File: config.mk
export PLATFORM = sky130hd
export DESIGN_NAME = turn_sequencer
export DESIGN_NICKNAME = d
export VERILOG_FILES = /design/src/rtl/turn_sequencer.sv
export SDC_FILE = /design/constraint.sdc
export NUM_CORES = 1
export LEC_CHECK = 0
export ABC_AREA = 1
export BUFFER_PORTS_ARGS = -buffer_cell sky130_fd_sc_hd__buf_2
export CORE_MARGIN = 5
export CORE_UTILIZATION = 33
export DETAILED_ROUTE_END_ITERATION = 16
export PLACE_DENSITY = 0.58
export SLEW_MARGIN = 40
export SYNTH_ARGS = -nofsm -noshare
export SYNTH_HDL_FRONTEND = slang
export SYNTH_SLANG_ARGS = --single-unit
File: constraint.sdc
create_clock -name clk -period 2 [get_ports clk]
set_clock_uncertainty 0.1 [all_clocks]
set_input_delay 0.2 -clock clk [delete_from_list [all_inputs] [get_ports clk]]
set_output_delay 0.2 -clock clk [all_outputs]
set_load 0.005 [all_outputs]
File: src/rtl/turn_sequencer.sv
module turn_sequencer #(
  parameter int HITS_TO_KILL = 6,
  parameter int FORCE_W      = 3,
  parameter int FORCE_INIT   = 3,
  localparam int HW          = $clog2(HITS_TO_KILL + 1)
) (
  input  logic               clk,
  input  logic               rst_n,
  input  logic               start,
  input  logic               ev_up,
  input  logic               ev_down,
  input  logic               ev_left,
  input  logic               ev_right,
  input  logic               ev_aim,
  input  logic               ev_fire,
  input  logic               t1_done,
  input  logic               t2_done,
  input  logic               t1_hit,
  input  logic               t2_hit,
  output logic               t1_en,
  output logic               t2_en,
  output logic [3:0]         t1_move,
  output logic [3:0]         t2_move,
  output logic               t1_launch,
  output logic               t2_launch,
  output logic [FORCE_W-1:0] shot_force,
  output logic               aim_mode,
  output logic               active_player,
  output logic               game_over,
  output logic [1:0]         winner,
  output logic [HW-1:0]      t1_health,
  output logic [HW-1:0]      t2_health
);
  localparam logic [FORCE_W-1:0] FMAX  = '1;
  localparam logic [HW-1:0]      HFULL = HW'(HITS_TO_KILL);

  typedef enum logic [2:0] {S_IDLE, S_MOVE, S_AIM, S_FLIGHT, S_OVER} st_t;

  st_t               st;
  logic              turn;
  logic [FORCE_W-1:0] frc;
  logic [HW-1:0]     h1, h2;
  logic [1:0]        win;

  wire live = (st == S_MOVE) || (st == S_AIM) || (st == S_FLIGHT);
  wire pre  = (st == S_MOVE) || (st == S_AIM);
  wire [3:0] dirs = {ev_up, ev_down, ev_left, ev_right};
  wire fire = pre & ev_fire;
  wire done = (st == S_FLIGHT) && (turn ? t2_done : t1_done);

  wire [HW-1:0] h1_nx = (live && t1_hit && h1 != '0) ? h1 - 1'b1 : h1;
  wire [HW-1:0] h2_nx = (live && t2_hit && h2 != '0) ? h2 - 1'b1 : h2;
  wire dead1 = live && (h1_nx == '0);
  wire dead2 = live && (h2_nx == '0);

  assign t1_en         = live & ~turn;
  assign t2_en         = live &  turn;
  assign t1_move       = (st == S_MOVE && !turn) ? dirs : 4'b0000;
  assign t2_move       = (st == S_MOVE &&  turn) ? dirs : 4'b0000;
  assign t1_launch     = fire & ~turn;
  assign t2_launch     = fire &  turn;
  assign shot_force    = frc;
  assign aim_mode      = (st == S_AIM);
  assign active_player = turn;
  assign game_over     = (st == S_OVER);
  assign winner        = win;
  assign t1_health     = h1;
  assign t2_health     = h2;

  always_ff @(posedge clk) begin
    if (!rst_n) begin
      st   <= S_IDLE;
      turn <= 1'b0;
      frc  <= FORCE_W'(FORCE_INIT);
      h1   <= HFULL;
      h2   <= HFULL;
      win  <= 2'b00;
    end else if (st == S_IDLE) begin
      if (start) begin
        st   <= S_MOVE;
        turn <= 1'b0;
      end
    end else if (live) begin
      h1 <= h1_nx;
      h2 <= h2_nx;
      if (dead1 || dead2) begin
        st <= S_OVER;
        if (dead1 && dead2) win <= turn ? 2'b10 : 2'b01;
        else if (dead1)     win <= 2'b10;
        else                win <= 2'b01;
      end else if (fire) begin
        st <= S_FLIGHT;
      end else if (st == S_MOVE) begin
        if (ev_aim) st <= S_AIM;
      end else if (st == S_AIM) begin
        if (ev_aim) st <= S_MOVE;
        else if (ev_up && !ev_down && frc != FMAX) frc <= frc + 1'b1;
        else if (ev_down && !ev_up && frc != '0)  frc <= frc - 1'b1;
      end else if (done) begin
        st   <= S_MOVE;
        turn <= ~turn;
      end
    end
  end
endmodule

==> results.json <==
{
  "maxCapViolations": 0,
  "placed_area_um2": 1333,
  "drive_gt1_frac": 0.4128,
  "synth.most_common_cell": "nor2_1",
  "slowest_stage": "dfxtp_2",
  "grt_max_degree": 12,
  "viasPerCell": 4.466,
  "postRouteAntennaNets": 0,
  "p_clk_frac": 0.114,
  "die_w_um": 66.60,
  "drc": 0,
  "io_buffers": 38,
  "fin_ws_ns": 0.08694,
  "crit_type": "flip-flop to flip-flop",
  "synthTopCellsByCount": "nor2_1 (39), nand2_1 (33), inv_1 (25), dfxtp_1 (15), nand3_1 (13)",
  "grt_pass1_vias": 1018,
  "tightest_slew_ns": 0.4600,
  "antenna_cells": 0,
  "pre_cts_ws_ns": -0.09190,
  "path_cells": "inv_1 > ha_4 > ha_4 > buf_4 > nor3_2 > nor2_2 > nand3_4 > nand2_4 > nor2_4 > nand2_1 > nand2_1 > nand2_1 > nand2_1 > nor2_1",
  "design_area_um2": 1514,
  "yosysTopAreaCellShare": 0.2840,
  "nets": 237,
  "rrSetupSlack_ns": 0.09,
  "power_frac_comb": 0.637,
  "setup_viol": 0,
  "clk_pin_slew_ns": 0.11,
  "drt_pre_antenna_iters": 4,
  "num_rows": 20,
  "gp_congestion": 0.8533,
  "clkSinkCount": 15,
  "timing.fmax_ghz": 0.5227,
  "cts_buffers": 3,
  "sequentialPowerShare": 0.249,
  "multi_input_area_um2": 742.0,
  "die_y_um": 66.60,
  "path_common_cell": "nand2_1",
  "nFillCells": 336,
  "leakage_nw": 0.7926,
  "synth_fp_nets": 183,
  "clk_path_buf_depth": 2,
  "hold_ws_ns": 0.08762,
  "reg2regPathDepth": 14,
  "period_share": 0.9565,
  "end_kind": "flip-flop",
  "switching_share": 0.4730,
  "intPower_mw": 0.9123,
  "p_per_area_nw_per_um2": 1143,
  "netlist_top_cells_area": "dfxtp_1 (28%), nor2_1 (14%), nand2_1 (12%)",
  "whs_path_depth": 2,
  "dp.final_hpwl_um": 2166,
  "holdCritPathClass": "input pin to flip-flop",
  "finalHoldViolCount": 0,
  "synth_edf_count": 0,
  "cp.required_ns": 2.10,
  "netlist_area_um2": 1057,
  "ctsHoldBuffers": 0,
  "drt_iter0_markers": 39,
  "vdd_drop_max_uv": 362.9,
  "synth_cell_types": 25,
  "grt_pass1_wl_um": 4271,
  "slew_viol_final": 0,
  "syn_area_per_cell_um2": 6.408,
  "crit_fanout": 5,
  "fin_crit_ns": 1.913,
  "register_area_um2": 305.3,
  "syn_inst": 165,
  "cp_data_arrival_time_ns": 2.02,
  "rsz0062_at_grt": "yes",
  "yosys_warnings": 0,
  "synthArstFlopShare": 0,
  "syn_to_final_growth_pct": 43.20,
  "overflow": 0,
  "ys_seq_elements": 15,
  "seq_area_frac_synth": 0.2840,
  "status": "complete, no violations",
  "synth_flop_cell": "dfxtp_1",
  "h-tree-depth": 1,
  "tritoncts": "done",
  "antenna_found_initial": 0,
  "ioPinCount": 39,
  "timing.rr.start": "t2_health[0]$_SDFFE_PN0P_",
  "critPathLaunchType": "flip-flop",
  "root_buffer": "clkbuf_4",
  "totalWireLength_um": 3005,
  "slew-limit-headroom": 0.6922,
  "routedWlPerCell_um": 11.47,
  "synth_top_area_cell": "dfxtp_1",
  "worst_path_largest_cell_delay_ns": 0.34,
  "core_area_um2": 3053,
  "p_total_mw": 1.731,
  "initial_utilization": 0.3463,
  "rr_endpoint": "st[1]$_SDFFE_PN0P_",
  "p_switching_mw": 0.8187,
  "critPathCapture": "st[1]$_SDFFE_PN0P_",
  "vias": 1170,
  "dieArea_um2": 4436,
  "startpoint": "t2_health[0]$_SDFFE_PN0P_",
  "insertion_delay_ns": 0.30,
  "track_usage": 0.1244
}
==> cells in the final DEF (no fill, tap or decap), drive strengths merged, types with 2 or more instances in the layout <==
master  Yosys  final
ha          4      4
o21ai       8      8
buf         1     50
inv        27     27
nor2       43     43
a21oi       6      6
nand2      37     37
clkbuf      0      3
xor2        2      2
dfxtp      15     15
nand3      15     15
nor3        2      2
==> critical path, delay by kind of cell (launching register included) <==
family | cells | cell delay, ns
adders and majority gates | 2 | 0.32
and+or+nand+nor | 10 | 0.84
DFF | 1 | 0.34
buffers and inverters | 2 | 0.20
==> stage by stage <==
stage	instances	setup TNS, ns	util
after CTS	256	0	0.4541
after global routing	262	-0.2383	0.4959
after global placement	251	-0.5964	0.4365
after detailed placement	251	-0.3742	0.4365
final	262	0	0.4959
after floorplan	165	0	-
==> cell families (layout without fill, tap and decap cells) <==
kind of cell / count (synthesis) / after routing / share of synthesized area
compound gates: 16 / 16 / 0.09468
xor+xnor: 2 / 2 / 0.01657
fa+ha+maj: 5 / 5 / 0.06627
buf+inv: 28 / 81 / 0.1030
flops: 15 / 15 / 0.2840
simple gates: 99 / 99 / 0.4355
==> power by group through the flow <==
| stage | Combinational, mW | Sequential (mW) | Clock (mW) |
|---|---|---|---|
| after floorplan | 0.628 | 0.434 | 0 |
| after global placement | 0.940 | 0.431 | 0 |
| after detailed placement | 0.933 | 0.432 | 0 |
| after CTS | 0.964 | 0.426 | 0.199 |
| after global routing | 1.22 | 0.440 | 0.209 |
| final | 1.10 | 0.432 | 0.197 |
==> registers in the layout, indices dropped and copies added, names as in the netlist <==
name	flops
active_player	1
winner	2
shot_force	3
st	3
t1_health	3
t2_health	3
==> worst min path at each step <==
stage,from,to
3_3_place_gp,winner[0]$_SDFFE_PN0P_,winner[0]$_SDFFE_PN0P_
6_report,rst_n,t2_health[1]$_SDFFE_PN1P_
4_1_cts,rst_n,t2_health[1]$_SDFFE_PN1P_
5_1_grt,rst_n,t1_health[2]$_SDFFE_PN1P_
3_5_place_dp,winner[0]$_SDFFE_PN0P_,winner[0]$_SDFFE_PN0P_
2_1_floorplan,rst_n,shot_force[2]$_SDFFE_PN0P_
==> layer usage <==
metal  vias up  wire length, um  track usage
met5         -                0            0
met4         0               34      0.04569
met3         4              188      0.03373
met2        36             1377       0.1968
met1       511             1404       0.1602
li1        619                -            -
==> what timing repair did <==
| action | 4_1_cts | 5_1_grt |
|---|---|---|
| gates resized for setup | 7 | 23 |
| pin swaps | 2 | 12 |
| buffers inserted | 1 | 6 |
| endpoints found under the setup margin | 6 | 7 |
==> cell type report <==
cell class,instances,area share
Multi-Input combinational cell,122,0.4901
Inverter,27,0.06694
Tap cell,44,0.03636
Timing Repair Buffer,50,0.1851
Clock inverter,1,0.004959
Sequential cell,15,0.2017
Clock buffer,3,0.01488
(Power assumes the default switching activity.)
